--- src/rtl/spi_xfer_engine.sv ---
module spi_xfer_engine #(
  parameter int CNT_W = 24
) (
  input  logic             clk,
  input  logic             rst_n,
  input  logic             sck_tick,
  input  logic             ctl_wr,
  input  logic [31:0]      ctl_wdata,
  output logic [31:0]      ctl_q,
  input  logic [CNT_W-1:0] burst_cnt,
  input  logic [CNT_W-1:0] tx_cnt,
  input  logic             tx_empty,
  input  logic [7:0]       tx_data,
  output logic             tx_pop,
  output logic             rx_push,
  output logic [7:0]       rx_data,
  output logic             done,
  output logic             sck,
  output logic             mosi,
  input  logic             miso,
  output logic [3:0]       cs_o
);
  localparam int NCS = 4;
  localparam logic [3:0] LAST_EDGE = 4'd15;

  typedef enum logic [1:0] {S_IDLE, S_LOAD, S_SHIFT} st_t;
  st_t st;

  logic cpha, cpol, spol, manual, level, disc, lsb, busy;
  logic [1:0] sel;
  logic [CNT_W-1:0] rem, txrem;
  logic [7:0] shreg;
  logic [3:0] k;
  logic rbit, lead, mosi_q;

  function automatic logic [7:0] shin(input logic [7:0] v, input logic b, input logic lf);
    return lf ? {b, v[7:1]} : {v[6:0], b};
  endfunction

  function automatic logic outb(input logic [7:0] v, input logic lf);
    return lf ? v[0] : v[7];
  endfunction

  wire cfg_wr  = ctl_wr && !busy;
  wire start   = cfg_wr && ctl_wdata[31];
  wire need_tx = txrem != '0;
  wire more    = rem != '0;
  wire load_go = (st == S_LOAD) && more && (!need_tx || !tx_empty);
  wire [7:0] first = need_tx ? tx_data : 8'h00;
  wire edge_en = sck_tick && (st == S_SHIFT);
  wire last    = edge_en && (k == LAST_EDGE);
  wire smp     = edge_en && (k[0] == cpha);
  wire shf     = edge_en && (k[0] != cpha) && (k != 4'd0) && !last;
  wire [7:0] nxt = shin(shreg, rbit, lsb);
  wire [7:0] fin = shin(shreg, cpha ? miso : rbit, lsb);

  assign tx_pop = (st == S_LOAD) && more && need_tx && !tx_empty;
  assign sck    = cpol ^ lead;
  assign mosi   = mosi_q;
  assign ctl_q  = {busy, 18'b0, lsb, 3'b0, disc, level, manual, sel, 1'b0, spol, cpol, cpha};

  always_comb begin
    for (int i = 0; i < NCS; i++) cs_o[i] = ~spol;
    if (manual) cs_o[sel] = level;
    else        cs_o[sel] = busy ? spol : ~spol;
  end

  always_ff @(posedge clk or negedge rst_n) begin
    if (!rst_n) begin
      {cpha, cpol, spol, manual, level, disc, lsb, busy} <= '0;
      sel     <= '0;
      st      <= S_IDLE;
      rem     <= '0;
      txrem   <= '0;
      shreg   <= '0;
      k       <= '0;
      rbit    <= 1'b0;
      lead    <= 1'b0;
      mosi_q  <= 1'b0;
      rx_push <= 1'b0;
      rx_data <= '0;
      done    <= 1'b0;
    end else begin
      rx_push <= 1'b0;
      done    <= 1'b0;
      if (cfg_wr) begin
        cpha   <= ctl_wdata[0];
        cpol   <= ctl_wdata[1];
        spol   <= ctl_wdata[2];
        sel    <= ctl_wdata[5:4];
        manual <= ctl_wdata[6];
        level  <= ctl_wdata[7];
        disc   <= ctl_wdata[8];
        lsb    <= ctl_wdata[12];
      end
      if (start) begin
        busy  <= 1'b1;
        rem   <= burst_cnt;
        txrem <= tx_cnt;
        st    <= S_LOAD;
      end
      case (st)
        S_LOAD: begin
          if (!more) begin
            busy <= 1'b0;
            done <= 1'b1;
            st   <= S_IDLE;
          end else if (load_go) begin
            shreg  <= first;
            mosi_q <= outb(first, lsb);
            if (need_tx) txrem <= txrem - 1'b1;
            k  <= '0;
            st <= S_SHIFT;
          end
        end
        S_SHIFT: begin
          if (edge_en) begin
            k    <= k + 1'b1;
            lead <= ~k[0];
          end
          if (smp) rbit <= miso;
          if (shf) begin
            shreg  <= nxt;
            mosi_q <= outb(nxt, lsb);
          end
          if (last) begin
            shreg   <= fin;
            rx_push <= ~disc;
            rx_data <= fin;
            rem     <= rem - 1'b1;
            st      <= S_LOAD;
          end
        end
        default: ;
      endcase
    end
  end
endmodule

--- config.mk ---
export PLATFORM = sky130hd
export DESIGN_NAME = spi_xfer_engine
export DESIGN_NICKNAME = d
export VERILOG_FILES = /design/src/rtl/spi_xfer_engine.sv
export SDC_FILE = /design/constraint.sdc
export NUM_CORES = 1
export LEC_CHECK = 0
export ABC_CLOCK_PERIOD_IN_PS = 2500
export BUFFER_PORTS_ARGS = -buffer_cell sky130_fd_sc_hd__buf_4
export CAP_MARGIN = 15
export CELL_PAD_IN_SITES_DETAIL_PLACEMENT = 2
export CELL_PAD_IN_SITES_GLOBAL_PLACEMENT = 2
export CORE_ASPECT_RATIO = 1.2
export CORE_UTILIZATION = 28
export DETAILED_ROUTE_END_ITERATION = 6
export PLACE_DENSITY = 0.88
export SETUP_SLACK_MARGIN = 0.1
export SYNTH_ARGS = -nofsm -noshare
export SYNTH_HDL_FRONTEND = slang
export SYNTH_SLANG_ARGS = --single-unit
--- constraint.sdc ---
create_clock -name clk -period 2.5 [get_ports clk]
set_input_delay 0.25 -clock clk [delete_from_list [all_inputs] [get_ports clk]]
set_output_delay 0.25 -clock clk [all_outputs]
set_load 0.1 [all_outputs]
== Word-level counts from Yosys, hierarchy flattened ==
Index checks and enable logic that the tools add are counted.

* Bits in registers: 85
* Logic and storage cells: 112
* Output and inout port bits: 49

* Mux-type cells: 45
* Bitwise operators: 4
* $add $sub $neg: 3
* Reductions and logical operators: 28
* Magnitude comparators: 2
* Equality and inequality tests: 10

{| class="wikitable"
|+ Operator list
! kind !! count
|-
| 24-bit two-way mux || 8
|-
| 8-bit two-way mux || 7
|-
| 24-bit nonzero test || 2
|-
| 24-bit by 1-bit subtractor with 24-bit output, second input constant || 2
|-
| 4-bit two-way mux || 4
|-
| 8-bit one-hot mux with 2 select lines || 1
|-
| 1-bit two-way mux || 15
|-
| 1-bit logical AND || 13
|-
| 4-bit AND reduction || 3
|-
| 4-bit bitwise mux || 2
|-
| 2-bit two-way mux || 4
|-
| 2-bit inequality test, second input constant || 4
|-
| 4-bit one-hot mux with 2 select lines || 1
|-
| 2-bit AND reduction || 3
|-
| 4-bit by 1-bit adder with 4-bit output, second input constant || 1
|-
| 4-bit equality test, second input constant || 1
|-
| 1-bit logical NOT || 4
|-
| 2-bit one-hot mux with 2 select lines || 1
|-
| 4-bit nonzero test || 1
|-
| 2-bit by 3-bit < comparator with 1-bit output, second input constant || 1
|-
| 3-bit inequality test, second input constant || 1
|-
| 1-bit inverter || 3
|-
| 1-bit demux with 2-bit select || 1
|-
| 2-bit by 1-bit equality test with 1-bit output, second input constant || 1
|-
| other kinds (8) || 8
|}

== Longest topological paths before layout ==
* Word-level depth: 8
* Gate-level depth with buffers: 11
* Depth with buffers taken out: 8

== Worst setup path after synthesis ==
Ideal clock, no wire load.

* Path type: register to output
* From: register sel[0]
* To: output port cs_o[0]
* Data arrival time: 3.262 ns
* Stages on the path, launching flop included: 2
* Path buffers: 0
* Required time: 2.250 ns
* Slack: -1.012 ns
* Cells stage by stage: dfrtp_1 o32ai_1

* Word-level cells in the longest chain between the ends: 6
* Elaborated cells on any way between the ends: 8
* Classes of those cells: order compare (2); mux (5); reduce/logical (1)

{| class="wikitable"
|+ RTL lines
! what !! RTL line !! RTL
|-
| start, declared || 30 || <nowiki>logic [1:0] sel;</nowiki>
|-
| start signal, assigned || 90 || <nowiki>sel <= ctl_wdata[5:4];</nowiki>
|-
| 2-bit by 3-bit < comparator with 1-bit output (implied by the code) or 2-bit by 1-bit >= comparator with 1-bit output (tied branches) || 64, 65 ||
|-
| 1-bit logical AND (implied by the code) || 64, 65 ||
|-
| 1-bit two-way mux || 64, 65 ||
|-
| 1-bit demux with 2-bit select (*) || 64, 65 ||
|-
| 4-bit bitwise mux (on tied branches) || 65, 64 ||
|-
| 4-bit two-way mux (*) || 64 || <nowiki>if (manual) cs_o[sel] = level;</nowiki>
|-
| end, declared || 21 || <nowiki>output logic [3:0] cs_o</nowiki>
|}

Mark *: on every way between the ends. The rest lies on a longest branch, timed or not.

== Final worst setup path ==
* From: register txrem[15]
* To: register shreg[4]

* Word-level cells in the longest chain between the ends: 6
* Elaborated cells on any way between the ends: 10
* Classes of those cells: eq/ne (1); mux (4); reduce/logical (5)

{| class="wikitable"
|+ RTL lines
! what !! RTL line !! RTL
|-
| start, declared || 31 || <nowiki>logic [CNT_W-1:0] rem, txrem;</nowiki>
|-
| start signal, assigned || 99 || <nowiki>txrem <= tx_cnt;</nowiki>
|-
| start signal, assigned || 111 || <nowiki>if (need_tx) txrem <= txrem - 1'b1;</nowiki>
|-
| 24-bit nonzero test (*) || 46 || <nowiki>wire need_tx = txrem != '0;</nowiki>
|-
| 1-bit logical NOT || 48 || <nowiki>wire load_go = (st == S_LOAD) && more && (!need_tx || !tx_empty);</nowiki>
|-
| 1-bit logical OR || 48 ||
|-
| 1-bit logical AND || 48 ||
|-
| 2-bit inequality test (no source line) || -- ||
|-
| 4-bit AND reduction (no source line) || -- ||
|-
| end signal, assigned || 109 || <nowiki>shreg <= first;</nowiki>
|-
| end signal, assigned || 123 || <nowiki>shreg <= nxt;</nowiki>
|-
| end signal, assigned || 127 || <nowiki>shreg <= fin;</nowiki>
|-
| end, declared || 32 || <nowiki>logic [7:0] shreg;</nowiki>
|}

Mark *: on every way between the ends. The rest lies on a longest branch, timed or not. The select of a mux whose other input is x is not followed.
A chain may end at the register's enable or synchronous reset.

==> results.toml <==
[cts]
numCtsBuffers = 9
cts.sinks = 85
cts_tree = "yes"
clk_latency_ns = 0.36
cts.path.max_buffers = 2
path_clk_slew_ns = 0.07
cts-root-buf = "clkbuf_16"
htreeDepth = 3

[synth]
synth_flop_cell = "dfrtp_1"
synth-seq-area-share_pct = 41.60
ys.warnings.count = 0
synthArstFlopShare_pct = 100.0
synth_seq_cells = 85
syn_inst = 558
synth_edf_count = 0
synth_cell_type_count = 60
syn_area_um2 = 5114
synth.avg_cell_area_um2 = 9.164

[flow_run]
cap_violations = 0

[sta]
rsz0062_at_grt = "yes"
finalHoldViolCount = 0
period_share_pct = 103.6
clock_skew_ns = 0.01457
maxSlewViolCount = 0
holdWs_ns = 0.1339
fin_ws_ns = -0.08948
fmaxAchievable_mhz = 386.2
totalNegativeSetupSlack_ns = -1.786
worst_pin_slew_ns = 0.7595
finalSetupViolations = 35
slew_headroom_pct = 49.18
min_period_ns = 2.589

[status]
status = "finished, violations left"
violations = "design-rule violations, negative setup slack"

[pwr]
vdd_ir_drop_max_mv = 0.7218
power_mw = 8.248
powerDensity_nw_per_um2 = 1137
p_leak_nw = 3.060

[floorplanning]
die_area_um2 = 18810
core-area_um2 = 17710
initial_core_util_pct = 28.88
die_h_um = 150.0
die_w_um = 125.4
rows = 53
io_pins = 143

[layout]
seq_area_um2 = 2127
multiInputGateArea_um2 = 3122
nFillCells = 1885
drive_gt1_share_pct = 38.52
nets = 797
fin_area_um2 = 7254
diodes = 0
utilization_pct = 40.97
final_cells = 921
synthToLayoutAreaGrowth_pct = 41.86

[placed_design]
placed_area_um2 = 6295
place_worst_setup_slack_ns = -0.1100
place_inst = 887
hpwlAfterDp_um = 12960
globalplace.congestion = 0.8040
portBuffers = 98

[routing]
drt_first_pass_iters = 6
finalWirelength_um = 20190
drtAntennaViolNets = 0
avgViaCountPerCell = 5.433
drc = 9
drt_iter0_drc = 176
num_vias = 5004
wl_per_cell_um = 21.92

[grt]
grt_usage_pct = 21.94
grt_pass1_vias = 5727
grt_overflow_total = 0
grt_max_degree = 49
grt_antenna_before_repair = 0
grt_pass1_wl_um = 31570

[worst_setup_path]
cp_slowest_cell = "or4_4"
cp.required_ns = 2.74
endpoint_kind = "flop"
r2r_start = "txrem[15]"
slowest_delay_ns = 0.55
startpoint = "txrem[15]"
crit_arrival_ns = 2.83
critPathKind = "flop to flop"
cp-start-kind = "flop"
crit_chain = "or4_4 > or3_4 > nand4bb_4 > buf_6 > a31oi_4 > o211ai_4 > mux2_4"
crit_path_max_fanout = 8

[worst_hold_path]
min_path_type = "input port to flop"
hp-start = "burst_cnt[17]"
-- layout make-up --
| cell class | count | area share (%) |
|---|---|---|
| Clock inverter | 5 | 1.380 |
| Sequential cell | 85 | 29.32 |
| Inverter | 17 | 0.8796 |
| Timing Repair Buffer | 162 | 18.44 |
| Tap cell | 220 | 3.794 |
| Clock buffer | 10 | 3.156 |
| Multi-Input combinational cell | 422 | 43.03 |
-- sequential cells by signal (all words and copies together), names as in the netlist, 2 cells and up --
signal and count:
rx_data 8, shreg 8, k 4, st 2, rem 24, txrem 24
sel 2
-- final timing paths --
| path | slack, ns | depth (start not counted) | end |
|---|---|---|---|
| worst max-delay path | -0.09 | 7 | shreg[4] |
| worst min-delay path | 0.13 | 3 | rem[17] |
| worst max register to register | -0.09 | 7 | shreg[4] |
| worst min register to register | 0.48 | 1 | rx_push |
| max in group asynchronous | 1.36 | 3 | lead |
| min in group asynchronous | 0.41 | 2 | txrem[12] |
-- cells in the mapped netlist, types with 4 or more instances --
library cell	number	share of area, %
a221o_1	4	0.78
a21oi_1	40	3.9
a22oi_1	5	0.73
nor3b_1	4	0.59
nand3_1	19	1.9
a211oi_1	8	1.2
o22ai_1	7	0.86
inv_1	17	1.2
nand2b_1	7	0.86
buf_4	30	4.4
o221a_1	5	1.1
mux2i_1	7	1.4
o221a_2	16	3.5
nand2_1	67	4.9
nor3_1	13	1.3
o21ai_0	25	2.4
clkbuf_1	18	1.3
mux2_2	27	5.9
nand4_1	11	1.3
or2_2	4	0.49
dfrtp_1	85	42
buf_2	6	0.59
o31ai_1	4	0.59
nor2_1	54	4.0
nor4_1	11	1.3
a31oi_1	5	0.61
ha_1	6	1.5
mux2_4	5	1.5
-- critical path: cells and delay by family, from the launching register on --
| kind | cells | cell delay, ns |
|---|---|---|
| and+or+nand+nor | 3 | 1.15 |
| AOI/OAI and AO/OA | 2 | 0.43 |
| DFF | 1 | 0.38 |
| muxes | 1 | 0.34 |
| buffers and inverters | 1 | 0.16 |
-- cells in the final DEF, fill, tap and decap left out, drive strengths merged, types with 7 or more instances in the layout --
master and count:
a211oi 8, nand2 67, conb 22, o21ai 25, a21oi 40, dfrtp 85
nand2b 7, buf 161, mux2i 7, nand3 19, o22ai 7, nor2 54
nor3 13, nor4 11, nand4 11, clkbuf 10, o221a 21, mux2 32
inv 17
-- metal layers --
layer / GRT usage, % / share of wire [%] / up-vias
met4: 10.00 / 3.0 / 0
met2: 41.73 / 54 / 130
met5: 0 / 0 / -
met1: 23.56 / 38 / 2564
li1: - / - / 2273
met3: 3.933 / 4.4 / 37
-- repair_timing --
action	CTS	global route
hold buffers	1	0
cloned	3	1
endpoints found under the hold margin	37	0
buffers inserted	10	4
pin swaps	20	7
resized for setup	51	31
setup endpoints to repair	35	51
-- report_power, final --
part,internal (mW),switching (mW),leakage (nW)
clock,0.969,0.607,0.162
combinational,1.56,2.59,1.90
sequential,1.87,0.649,0.995
total,4.40,3.85,3.06
-- kinds of logic (layout without fill, tap and decap cells) --
kind of cell / Yosys count / in the layout / synth area share [%]
adder cells (fa/ha/maj): 6 / 6 / 1.468
AO/OA/AOI/OAI: 144 / 144 / 20.16
flip-flops: 85 / 85 / 41.60
XOR/XNOR: 2 / 2 / 0.3426
other: 1 / 22 / 0.07333
AND/OR/NAND/NOR: 207 / 209 / 19.50
multiplexers: 39 / 39 / 8.784
buffers and inverters: 74 / 194 / 8.074
(Power assumes the default switching activity.)
